$ cat config.mk
export PLATFORM = sky130hd
export DESIGN_NAME = icap_unit
export DESIGN_NICKNAME = d
export VERILOG_FILES = /design/src/rtl/icap_pkg.sv /design/src/rtl/icap_sync.sv /design/src/rtl/icap_ctrl.sv /design/src/rtl/icap_dp.sv /design/src/rtl/icap_unit.sv
export SDC_FILE = /design/constraint.sdc
export NUM_CORES = 1
export LEC_CHECK = 0
export BUFFER_PORTS_ARGS = -buffer_cell sky130_fd_sc_hd__buf_2
export CORE_UTILIZATION = 52
export CTS_BUF_LIST = sky130_fd_sc_hd__clkbuf_2
export CTS_CLUSTER_DIAMETER = 120
export CTS_CLUSTER_SIZE = 8
export DETAILED_ROUTE_END_ITERATION = 10
export PLACE_DENSITY = 0.82
export SLEW_MARGIN = 0
export SYNTH_ARGS = -nofsm -noshare
export SYNTH_HDL_FRONTEND = slang
export SYNTH_SLANG_ARGS = --single-unit
$ cat constraint.sdc
create_clock -name clk -period 2.2 [get_ports clk]
set_clock_uncertainty 0.2 [all_clocks]
set_input_delay 0.22 -clock clk [delete_from_list [all_inputs] [get_ports clk]]
set_output_delay 0.22 -clock clk [all_outputs]
set_load 0.005 [all_outputs]
$ cat src/rtl/icap_pkg.sv
package icap_pkg;

  // strobes from the control path to the datapath
  typedef struct packed {
    logic load;
  } icapStb_t;

endpackage

$ cat src/rtl/icap_sync.sv
module icap_sync #(
  parameter int STAGES = 2
) (
  input  logic clk,
  input  logic rstN,
  input  logic asyncIn,
  output logic syncOut
);

  logic [STAGES-1:0] chain;

  generate
    if (STAGES == 1) begin : g_single
      always_ff @(posedge clk or negedge rstN) begin
        if (!rstN) chain <= '0;
        else       chain <= asyncIn;
      end
    end else begin : g_multi
      always_ff @(posedge clk or negedge rstN) begin
        if (!rstN) chain <= '0;
        else       chain <= {chain[STAGES-2:0], asyncIn};
      end
    end
  endgenerate

  assign syncOut = chain[STAGES-1];

endmodule

$ cat src/rtl/icap_ctrl.sv
module icap_ctrl
  import icap_pkg::*;
#(
  parameter int SYNC_STAGES = 2
) (
  input  logic     clk,
  input  logic     rstN,
  input  logic     capPin,
  input  logic     edgeSel,
  input  logic     topMode,
  input  logic     flagClr,
  output icapStb_t ctrlStb,
  output logic     capFlag
);

  localparam int PRIME   = SYNC_STAGES + 1;
  localparam int PRIME_W = $clog2(PRIME + 1);

  logic               pinSync;
  logic               pinPrev;
  logic [PRIME_W-1:0] primeCnt;
  logic               primed;
  logic               riseSeen;
  logic               fallSeen;
  logic               trigger;

  icap_sync #(.STAGES(SYNC_STAGES)) sync_i (
    .clk     (clk),
    .rstN    (rstN),
    .asyncIn (capPin),
    .syncOut (pinSync)
  );

  // one-sample edge history, always tracking regardless of mode
  always_ff @(posedge clk or negedge rstN) begin
    if (!rstN) pinPrev <= 1'b0;
    else       pinPrev <= pinSync;
  end

  // history is trusted only once it holds real pin samples
  always_ff @(posedge clk or negedge rstN) begin
    if (!rstN)                             primeCnt <= '0;
    else if (primeCnt != PRIME_W'(PRIME))  primeCnt <= primeCnt + 1'b1;
  end

  assign primed   = (primeCnt == PRIME_W'(PRIME));
  assign riseSeen = pinSync & ~pinPrev;
  assign fallSeen = ~pinSync & pinPrev;
  assign trigger  = primed & (edgeSel ? riseSeen : fallSeen);

  always_comb begin
    ctrlStb      = '0;
    ctrlStb.load = trigger & ~topMode;
  end

  // set wins over clear
  always_ff @(posedge clk or negedge rstN) begin
    if (!rstN)             capFlag <= 1'b0;
    else if (ctrlStb.load) capFlag <= 1'b1;
    else if (flagClr)      capFlag <= 1'b0;
  end

endmodule

$ cat src/rtl/icap_dp.sv
module icap_dp
  import icap_pkg::*;
#(
  parameter int CNT_W = 16
) (
  input  logic             clk,
  input  logic             rstN,
  input  icapStb_t         ctrlStb,
  input  logic [CNT_W-1:0] cntVal,
  output logic [CNT_W-1:0] capReg
);

  always_ff @(posedge clk or negedge rstN) begin
    if (!rstN)             capReg <= '0;
    else if (ctrlStb.load) capReg <= cntVal;
  end

endmodule

$ cat src/rtl/icap_unit.sv
module icap_unit
  import icap_pkg::*;
#(
  parameter int CNT_W       = 16,
  parameter int SYNC_STAGES = 2
) (
  input  logic             clk,
  input  logic             rstN,
  input  logic             capPin,
  input  logic             edgeSel,
  input  logic             topMode,
  input  logic [CNT_W-1:0] cntVal,
  input  logic             flagClr,
  input  logic             intEn,
  output logic [CNT_W-1:0] capReg,
  output logic             capFlag,
  output logic             capIrq
);

  icapStb_t ctrlStb;

  icap_ctrl #(.SYNC_STAGES(SYNC_STAGES)) ctrl_i (
    .clk     (clk),
    .rstN    (rstN),
    .capPin  (capPin),
    .edgeSel (edgeSel),
    .topMode (topMode),
    .flagClr (flagClr),
    .ctrlStb (ctrlStb),
    .capFlag (capFlag)
  );

  icap_dp #(.CNT_W(CNT_W)) dp_i (
    .clk     (clk),
    .rstN    (rstN),
    .ctrlStb (ctrlStb),
    .cntVal  (cntVal),
    .capReg  (capReg)
  );

  assign capIrq = capFlag & intEn;

endmodule

Word level (Yosys, flattened, before mapping)
Index checks and enable logic that the tools add are counted.

word-level totals
  register bits after elaboration = 22
  word-level logic and storage cells = 20
  input bits = 23

cells by class
  bitwise operators = 8
  muxes and demuxes = 3
  reduce and logical (&&, ||, !) cells = 1
  equality and inequality tests = 2
  add/sub/neg operators = 1

operators with widths
  cell                                         count
  AND 1 bit                                    5
  two-way mux 1 bit                            3
  NOT 1 bit                                    3
  adder 2 x 1 -> 2 bit, second input constant  1
  equality test 2 bit, second input constant   1
  != test 2 bit, second input constant         1
  nonzero test 2 bit                           1

Depth between registers and ports, before layout
Gate-level depths: netlist of run 1.

  depth after elaboration = 6
  mapped depth = 6

Cells and area by module
From an unflattened synthesis of run 1, not the netlist that was laid out.

unflattened totals
  cell total of the unflattened synthesis = 51
  area total of the unflattened synthesis = 884.6 µm²

by module, submodules not included
  module     cells an instance  area each (µm²)  instances  seq. area each (µm²)
  icap_dp    34                 649.4            1          400.4
  icap_ctrl  14                 178.9            1          100.1
  icap_sync  2                  50.0             1          50.0
  icap_unit  1                  6.3              1          0.0

Least setup slack after synthesis of run 1
No wires, ideal clock.

  path kind = register -> register
  start = register ctrl_i.primeCnt[0]
  end = register dp_i.capReg[10]
  data required time = 1.874 ns
  clock period less this slack = 1.862 ns
  setup time = 0.126 ns
  buffers on the path = 2
  slack = 0.338 ns
  stages on the path, launching flop included = 7
  data arrival time = 1.536 ns
  cell sequence = dfrtp_1 ha_1 nor2b_2 buf_6 buf_4 a32o_1 a221o_1

between the ends
  longest elaborated chain between the ends = 3

RTL lines
  what                    line             source
  start, declared         icap_ctrl.sv:21  logic [PRIME_W-1:0] primeCnt;
  start signal, assigned  icap_ctrl.sv:43  else if (primeCnt != PRIME_W'(PRIME)) primeCnt <= primeCnt + 1'b1;
  equality test 2 bit     icap_ctrl.sv:46  assign primed = (primeCnt == PRIME_W'(PRIME));
  AND 1 bit               icap_ctrl.sv:49  assign trigger = primed & (edgeSel ? riseSeen : fallSeen);
  AND 1 bit               icap_ctrl.sv:53  ctrlStb.load = trigger & ~topMode;
  end signal, assigned    icap_dp.sv:15    else if (ctrlStb.load) capReg <= cntVal;
  end, declared           icap_dp.sv:10    output logic [CNT_W-1:0] capReg

No other way between the ends.
A chain may end at the register's enable or synchronous reset.

Final worst setup path of run 1
  start = register ctrl_i.pinPrev
  end = register dp_i.capReg[1]

between the ends
  longest elaborated chain between the ends = 5

RTL lines
  what                    line             source
  start, declared         icap_ctrl.sv:20  logic pinPrev;
  start signal, assigned  icap_ctrl.sv:37  else pinPrev <= pinSync;
  NOT 1 bit               icap_ctrl.sv:47  assign riseSeen = pinSync & ~pinPrev;
  AND 1 bit               icap_ctrl.sv:47
  two-way mux 1 bit *     icap_ctrl.sv:49
  AND 1 bit *             icap_ctrl.sv:49
  AND 1 bit *             icap_ctrl.sv:53

Every way passes the cells marked *; elsewhere a longest branch is shown, timed or not.

==> impl_metrics.py, run 1 <==
metrics = {
    "global_route": {
        "grt_usage_pct": 24.0,
        "grt.overflow.total": 0,
        "grt_first_pass_wirelength_mm": 4.70,
        "grt_pass1_vias": 1044,
        "antenna_found_initial": 0,
        "grt_max_degree": 23,
    },
    "placed_design": {
        "hpwl_mm": 1.88,
        "placed_cell_area_sq_mm": 0.00142,
        "port_buffers": 40,
        "globalplace.congestion": 0.664,
        "pre_cts_ws_ns": 0.204,
    },
    "layout": {
        "fill_cells": 178,
        "design_area_sq_mm": 0.00147,
        "multi_input_area_sq_um": 593,
        "ff_latch_area_sq_um": 551,
        "synthToLayoutAreaGrowth_pct": 17.0,
        "n_antenna_cell": 0,
        "nets": 161,
        "drive_gt1_share_pct": 38.5,
    },
    "floorplan": {
        "core_area_sq_mm": 0.00223,
        "num_rows": 17,
        "die-area_sq_mm": 0.00261,
        "start_util_pct": 56.1,
        "io_pins": 41,
        "dieHeight_um": 51.1,
        "die_x_um": 51.1,
    },
    "setup_path": {
        "critPathCaptureType": "flop",
        "critPathMaxFanout": 16,
        "critPathKind": "flop to flop",
        "reg2reg_slack_ns": 0.13,
        "cp.arrival_ns": 2.14,
        "critPathRequiredTime_ns": 2.27,
        "slowest_delay_ns": 0.92,
        "cp-start-kind": "flop",
        "slowest_stage": "nor2b_1",
        "path_cells": "nor2b_1, a32o_1, a221o_1",
    },
    "outcome": {
        "outcome": "complete, no violations",
    },
    "timing": {
        "worst_slack_ns": 0.133,
        "fin_setup_tns_ns": 0,
        "timing.fmax_ghz": 0.484,
        "setup_viol": 0,
        "slew-limit-headroom_pct": 20.9,
        "fin_crit_sh_pct": 93.9,
        "period_minus_slack_ns": 2.07,
        "report.final.slew_viol_count": 0,
        "worstMarginPinSlew_ns": 1.18,
        "hold_viol": 0,
        "rsz0062_at_grt": "no",
    },
    "clock_network": {
        "h-tree-depth": 1,
        "path_clk_slew_ns": 0.20,
        "clock-sinks": 22,
        "insertion_delay_ns": 0.31,
        "postCtsResizedCells": 0,
        "cts-root-buf": "clkbuf_2",
        "cts_tree": "done",
        "max-clock-path-buffers": 2,
        "cts_buffers": 3,
    },
    "logic_synthesis": {
        "syn_area_sq_mm": 0.00125,
        "yosysTopAreaCellShare_pct": 44.0,
        "yosysUniqueCellTypes": 19,
        "syn_inst": 98,
        "synth_area_leaders": "dfrtp_1 44%, a32o_1 26%, a221o_1 13%",
        "ys_seq_area_share_pct": 44.0,
        "synth_top_cell_by_area": "dfrtp_1",
        "yosysWarningCount": 0,
        "ys_ff_latch": 22,
        "syn_nets": 122,
        "syn_avg_cell_area_sq_um": 12.8,
    },
    "route": {
        "wirelength_mm": 2.90,
        "wl_per_cell_um": 17.8,
        "vias": 1115,
        "drc_errors": 0,
        "first_pass_iters": 4,
        "ant_nets": 0,
        "avgViaCountPerCell": 6.84,
        "first_iter_violations": 39,
    },
    "pwr": {
        "ir_drop_v": 0.000445,
        "p_leak_nw": 0.614,
        "powerDensity_mw_per_mm2": 697,
    },
    "min_path": {
        "hp-class": "input pin to flop",
    },
    "run": {
        "drv_cap": 0,
    },
}
## worst max-delay path: cells and delay by family (launching register included)
family / cells / cell delay (ns)
AOI/OAI and AO/OA: 2 / 0.44
DFF: 1 / 0.47
and+or+nand+nor: 1 / 0.92
## kinds of logic (layout without fill, tap and decap cells)
family                   Yosys count  in the layout  share of synthesized area, %
flip-flops                        22             22                          44.0
buffers and inverters             15             52                          8.69
XOR/XNOR                           1              1                         0.699
AO/OA/AOI/OAI                     51             51                          39.9
adder cells (fa/ha/maj)            1              1                         0.999
multiplexers                       1              1                         0.899
AND/OR/NAND/NOR                    7              7                          4.90
## Yosys cell counts
cell / number
inv_1: 1
o21ai_0: 2
nor2b_1: 1
and3b_1: 1
clkbuf_2: 1
buf_2: 5
and2_1: 3
o21ai_2: 1
buf_6: 5
ha_1: 1
a32o_1: 32
nor3b_4: 1
buf_4: 2
a221o_1: 16
clkbuf_1: 1
dfrtp_1: 22
nor2b_2: 1
mux2_2: 1
xnor2_1: 1
## power breakdown
part | internal (W) | switching, W
Sequential | 0.000478 | 0.0000762
Combinational | 0.000183 | 0.000129
Clock | 0.0000372 | 0.000118
## worst paths after layout
check / cells after the start / from / to
min in group asynchronous: 2 / rstN / dp_i.capReg[1]
worst min register to register: 0 / ctrl_i.sync_i.chain[0] / ctrl_i.sync_i.chain[1]
worst min-delay path: 3 / cntVal[4] / dp_i.capReg[4]
max in group asynchronous: 2 / rstN / dp_i.capReg[2]
worst max register to register: 3 / ctrl_i.pinPrev / dp_i.capReg[1]
worst max-delay path: 3 / ctrl_i.pinPrev / dp_i.capReg[1]
## repair_timing
action / 4_1_cts / 5_1_grt
buffers inserted: 0 / 0
hold buffers: 3 / 0
endpoints found under the hold margin: 24 / 0
## layout by cell type (no fill, tap or decap), drive strengths merged, types with 2 or more instances in the layout
cell type / n
and2: 3
o21ai: 3
nor2b: 2
dlygate4sd3: 3
a32o: 32
buf: 45
dfrtp: 22
a221o: 16
clkbuf: 3
## sequential cells by signal (all words and copies together) (netlist names)
name,cells
ctrl_i.capFlag,1
ctrl_i.pinPrev,1
ctrl_i.primeCnt,2
ctrl_i.sync_i.chain,2
dp_i.capReg,16
## metal layers
layer	vias to the layer above	part of all wire, %	track usage, %
met3	2	5.2	2.98
li1	513	-	-
met4	0	0.55	10.2
met1	558	44	30.2
met2	42	50	41.0
met5	-	0	0
## stage by stage
stage	std cells	util, %	total power, W	hold slack (ns)
after floorplan	98	-	0.000740	-0.276
after global placement	157	63.6	0.000852	0.00805
after detailed placement	157	63.6	0.000871	0.0201
after CTS	163	65.6	0.00103	0.0321
after global routing	163	65.6	0.00108	0.0368
final	163	65.6	0.00102	0.0444
## cell type report
type                            count  area share [%]
Clock buffer                        3            1.02
Multi-Input combinational cell     61            40.5
Sequential cell                    22            37.6
Tap cell                           28            2.39
Inverter                            1           0.256
Timing Repair Buffer               48            18.3
(Power assumes the default switching activity.)
==> inputs of run 2 (changes only) <==
- CTS_CLUSTER_DIAMETER: 120 -> 40
- PLACE_DENSITY: 0.82 -> 0.9
==> run 2 against run 1 <==
  * First-iteration DRC count rose by 67%
  * Non-clock buffer count decreased by 1
  * Hold slack lost 0.00075 ns
  * Cell count down 0.61%
  * Sequential power up 0.7%
  * Core utilization is 0.22 points lower
  * Setup slack gained 0.11 ns
==> impl_metrics.py, run 2 (synthesis results as in run 1) <==
metrics = {
    "outcome": {
        "outcome": "complete, no violations",
    },
    "setup_path": {
        "path_buf_inv": 1,
        "path_cells": "ha_1, nor2b_2, buf_4, o21ai_2, a221o_1",
        "critPathLaunch": "ctrl_i.primeCnt[0]",
        "slowest_delay_ns": 0.41,
        "critPathMaxFanout": 16,
        "cp.arrival_ns": 1.98,
        "critPathRequiredTime_ns": 2.22,
        "critPathKind": "flop to flop",
        "critPathCaptureType": "flop",
        "cp-start-kind": "flop",
        "rr_endpoint": "dp_i.capReg[9]",
        "r2r_start": "ctrl_i.primeCnt[0]",
        "worstSetupPathDepth": 5,
        "cp_top_family": "compound AO/OA/AOI/OAI gates",
        "r2r_cells": 5,
        "slowest_stage": "dfrtp_1",
        "reg2reg_slack_ns": 0.24,
    },
    "min_path": {
        "hold_end": "dp_i.capReg[2]",
        "hp-class": "input pin to flop",
        "hold-path-cell-count": 3,
        "hold_path_startpoint": "cntVal[2]",
    },
    "pwr": {
        "pwr-share-comb_pct": 30.2,
        "ir_drop_v": 0.000433,
        "p_switching_w": 0.000323,
        "swShare_pct": 31.6,
        "clock_power_share_pct": 15.1,
        "p_seq_share_pct": 54.7,
        "p_leak_nw": 0.610,
        "powerDensity_mw_per_mm2": 698,
        "internal_power_w": 0.000697,
    },
    "route": {
        "wl_per_cell_um": 17.7,
        "ant_nets": 0,
        "wirelength_mm": 2.87,
        "route.met2.wl_mm": 1.44,
        "wl_met1_mm": 1.24,
        "routed.top_layer": "met3",
        "route.met3.wl_um": 181,
        "first_iter_violations": 65,
        "vias": 1106,
        "drc_errors": 0,
        "avgViaCountPerCell": 6.83,
        "first_pass_iters": 4,
    },
    "layout": {
        "drive_gt1_share_pct": 38.8,
        "fill_cells": 196,
        "ff_latch_area_sq_um": 551,
        "nets": 160,
        "largest_register": "dp_i.capReg",
        "synthToLayoutAreaGrowth_pct": 16.6,
        "final_cells": 162,
        "mostFrequentLayoutCells": "40 x buf_2, 32 x a32o_1, 22 x dfrtp_1",
        "largest_register_ffs": 16,
        "biggestRegsByFlops": "dp_i.capReg: 16 flops, ctrl_i.primeCnt: 2 flops, ctrl_i.sync_i.chain: 2 flops",
        "n_antenna_cell": 0,
        "final_common_cell": "buf_2",
        "design_area_sq_mm": 0.00146,
        "multi_input_area_sq_um": 596,
    },
    "timing": {
        "fin_crit_sh_pct": 88.9,
        "rsz0062_at_grt": "no",
        "timing.fmax_ghz": 0.511,
        "worst_slack_ns": 0.243,
        "hold_viol": 0,
        "fin_setup_tns_ns": 0,
        "report.final.slew_viol_count": 0,
        "period_minus_slack_ns": 1.96,
        "slew-limit-headroom_pct": 52.6,
        "setup_viol": 0,
        "whs_ns": 0.0437,
        "worstMarginPinSlew_ns": 0.711,
    },
    "placed_design": {
        "hpwl_mm": 1.94,
        "globalplace.congestion": 0.728,
        "pre_cts_ws_ns": 0.130,
        "post-place-cells": 156,
        "port_buffers": 40,
        "placed_cell_area_sq_mm": 0.00141,
    },
    "floorplan": {
        "core_area_sq_mm": 0.00223,
        "dieHeight_um": 51.1,
        "start_util_pct": 56.1,
        "io_pins": 41,
        "num_rows": 17,
        "die_x_um": 51.1,
        "die-area_sq_mm": 0.00261,
    },
    "clock_network": {
        "path_clk_slew_ns": 0.20,
        "clock-sinks": 22,
        "cts_buffers": 3,
        "insertion_delay_ns": 0.31,
        "max-clock-path-buffers": 2,
        "cts-root-buf": "clkbuf_2",
        "h-tree-depth": 1,
        "post-cts-setup-buffer-count": 0,
        "cts_tree": "done",
    },
    "global_route": {
        "grt_first_pass_wirelength_mm": 4.61,
        "antenna_found_initial": 0,
        "grt.overflow.total": 0,
        "grt_pass1_vias": 957,
        "grt_usage_pct": 23.6,
        "grt_max_degree": 23,
    },
    "run": {
        "drv_cap": 0,
    },
}
[run 2: cell types whose count changed in the layout (fill, tap and decap cells not counted), sizes merged]
cell  change
buf       -1
[run 2: metrics by stage]
stage                     util [%]  power [W]
final                         65.4    0.00102
after global placement        63.2   0.000854
after CTS                     65.3    0.00103
after floorplan                  -   0.000740
after detailed placement      63.2   0.000870
after global routing          65.4    0.00108
[run 2: area by class of cell]
class	instances	area share, %
inverter	1	0.257
timing repair buffer	47	17.8
tap	28	2.40
clock buffer	3	1.03
multi-input combinational	61	40.8
sequential	22	37.7
[run 2: repair_timing]
action,CTS,global route
hold buffers,3,0
hold endpoints to repair,24,0
gates resized for setup,0,1
setup endpoints to repair,0,11
[run 2: how the worst max path moves through the flow]
stage	to	slack, ns
after floorplan	dp_i.capReg[10]	0.34
after global placement	dp_i.capReg[6]	0.25
after detailed placement	dp_i.capReg[10]	0.13
after CTS	dp_i.capReg[10]	0.11
after global routing	dp_i.capReg[9]	0.12
final	dp_i.capReg[9]	0.24
[run 2: routing by layer]
metal,vias up,GRT usage [%]
met4,0,5.56
li1,506,-
met1,544,34.7
met3,0,3.57
met5,-,0
met2,56,36.4
[run 2: power groups by stage]
stage | registers, W | logic, W | clock network [W]
after floorplan | 0.000557 | 0.000183 | 0
after global placement | 0.000559 | 0.000296 | 0
after detailed placement | 0.000566 | 0.000304 | 0
after CTS | 0.000557 | 0.000309 | 0.000160
after global routing | 0.000572 | 0.000336 | 0.000175
final | 0.000558 | 0.000308 | 0.000154
[run 2: worst min-delay path: stages]
cell and delay, ns:
buf_2 0.09, a32o_1 0.14, a221o_1 0.10
==> inputs of run 3 (changes only) <==
- BUFFER_PORTS_ARGS: -buffer_cell sky130_fd_sc_hd__buf_2 -> unset
- CORE_UTILIZATION: 52 -> 60
- DONT_BUFFER_PORTS: unset -> 1
- PLACE_DENSITY: 0.9 -> 0.84
==> run 3 against run 2 <==
  * Fmax down 3.9%
  * Combinational power down 21%
  * Cell count fell by 15%
  * Highest routed layer is now met4
  * Setup slack worse by 0.079 ns
  * Hold slack improved by 0.025 ns
  * Critical path depth fell by 2
  * Die area decreased by 13%
  * Cell area is 1.7% lower
  * Sequential share of layout area up 0.66 points
  * Total power fell by 4.4%
  * Non-clock buffer count is 24 lower
  * Critical path type unchanged
  * First-iteration DRC count down 32%
  * Largest power group unchanged
==> impl_metrics.py, run 3 (synthesis results as in run 1) <==
metrics = {
    "floorplan": {
        "io_pins": 41,
        "start_util_pct": 63.8,
        "dieHeight_um": 47.7,
        "die_x_um": 47.7,
        "core_area_sq_mm": 0.00196,
        "die-area_sq_mm": 0.00227,
        "num_rows": 16,
    },
    "route": {
        "first_pass_iters": 4,
        "avgViaCountPerCell": 7.74,
        "first_iter_violations": 44,
        "ant_nets": 0,
        "vias": 1068,
        "drc_errors": 0,
        "wl_per_cell_um": 21.2,
        "wirelength_mm": 2.93,
    },
    "timing": {
        "timing.fmax_ghz": 0.491,
        "fin_setup_tns_ns": 0,
        "report.final.slew_viol_count": 0,
        "worstMarginPinSlew_ns": 1.18,
        "rsz0062_at_grt": "no",
        "hold_viol": 0,
        "period_minus_slack_ns": 2.04,
        "setup_viol": 0,
        "slew-limit-headroom_pct": 20.9,
        "fin_crit_sh_pct": 92.6,
    },
    "setup_path": {
        "cp.arrival_ns": 2.12,
        "slowest_delay_ns": 0.91,
        "critPathCaptureType": "flop",
        "path_buf_inv": 0,
        "critPathRequiredTime_ns": 2.29,
        "critPathMaxFanout": 16,
        "critPathKind": "flop to flop",
        "path_cells": "nor2b_1, a32o_1, a221o_1",
        "cp_top_family": "simple AND/OR/NAND/NOR gates",
        "cp-start-kind": "flop",
        "slowest_stage": "nor2b_1",
    },
    "run": {
        "drv_cap": 0,
    },
    "layout": {
        "final_cells": 138,
        "multi_input_area_sq_um": 593,
        "largest_register_ffs": 16,
        "largest_register": "dp_i.capReg",
        "drive_gt1_share_pct": 9.01,
        "mostFrequentLayoutCells": "32 x a32o_1, 22 x dfrtp_1, 20 x dlygate4sd3_1",
        "n_antenna_cell": 0,
        "synthToLayoutAreaGrowth_pct": 14.6,
        "biggestRegsByFlops": "dp_i.capReg: 16 flops, ctrl_i.primeCnt: 2 flops, ctrl_i.sync_i.chain: 2 flops",
        "final_common_cell": "a32o_1",
        "nets": 136,
        "design_area_sq_mm": 0.00144,
        "fill_cells": 149,
        "ff_latch_area_sq_um": 551,
    },
    "clock_network": {
        "cts_hold_repair.buffers": 20,
        "cts_tree": "done",
        "insertion_delay_ns": 0.33,
        "h-tree-depth": 1,
        "max-clock-path-buffers": 2,
        "cts_buffers": 3,
        "postCtsResizedCells": 0,
        "post-cts-setup-buffer-count": 0,
        "cts-root-buf": "clkbuf_2",
        "clock-sinks": 22,
        "path_clk_slew_ns": 0.20,
    },
    "global_route": {
        "grt_usage_pct": 26.0,
        "grt_max_degree": 35,
        "grt_pass1_vias": 904,
        "antenna_found_initial": 0,
        "grt.overflow.total": 0,
        "grt_first_pass_wirelength_mm": 4.18,
    },
    "pwr": {
        "ir_drop_v": 0.000595,
        "powerDensity_mw_per_mm2": 679,
        "p_leak_nw": 0.527,
    },
    "placed_design": {
        "hpwl_mm": 1.68,
        "port_buffers": 0,
        "placed_cell_area_sq_mm": 0.00122,
        "globalplace.congestion": 0.723,
        "post-place-cells": 114,
    },
    "min_path": {
        "hp-class": "input pin to flop",
    },
    "outcome": {
        "outcome": "complete, no violations",
    },
}
run 3: path summary, 6_finish.rpt:
path                                         from                      to  slack, ns  cells past startpoint
min reg2reg                ctrl_i.sync_i.chain[0]  ctrl_i.sync_i.chain[1]       0.18                      0
max                                ctrl_i.pinPrev          dp_i.capReg[3]       0.16                      3
max in group asynchronous                    rstN          dp_i.capReg[4]       0.93                      1
min                                       edgeSel          ctrl_i.capFlag       0.07                      3
max reg2reg                        ctrl_i.pinPrev          dp_i.capReg[3]       0.16                      3
min in group asynchronous                    rstN          dp_i.capReg[0]       0.26                      1
run 3: where the power goes:
group	switching, W	internal [W]	leakage [nW]	total [W]
Combinational	0.0000975	0.000144	0.269	0.000242
Clock	0.000118	0.0000395	0.0140	0.000158
Sequential	0.0000975	0.000477	0.244	0.000575
run 3: worst register-to-register path: cells and delay by family, from the launching register on:
family | cells | cell delay [ns]
AND/OR/NAND/NOR | 1 | 0.91
flip-flops | 1 | 0.43
AO/OA/AOI/OAI | 2 | 0.46
run 3: routing by layer:
metal	vias up	share of wire [%]	track usage (%)
met5	-	0	0
met4	0	0.65	2.78
met2	52	49	44.9
met1	548	43	32.5
li1	464	-	-
met3	4	6.9	9.06
run 3: layout make-up:
cell class	count	share of cell area (%)
clock buffers	3	1.05
clock inverters	1	0.262
inverters	1	0.262
multi-input cells	61	41.3
flip-flops and latches	22	38.4
well taps	27	2.35
repair buffers	23	16.4
run 3: through the flow:
stage / hold WS [ns] / worst slack (ns) / utilization (%) / total power [W]
final: 0.0684 / 0.164 / 73.2 / 0.000974
after global routing: 0.0490 / 0.0794 / 73.2 / 0.00103
after CTS: 0.0416 / 0.228 / 73.2 / 0.000975
after detailed placement: -0.275 / 0.252 / 62.0 / 0.000778
after global placement: -0.275 / 0.319 / 62.0 / 0.000761
after floorplan: -0.276 / 0.338 / - / 0.000740
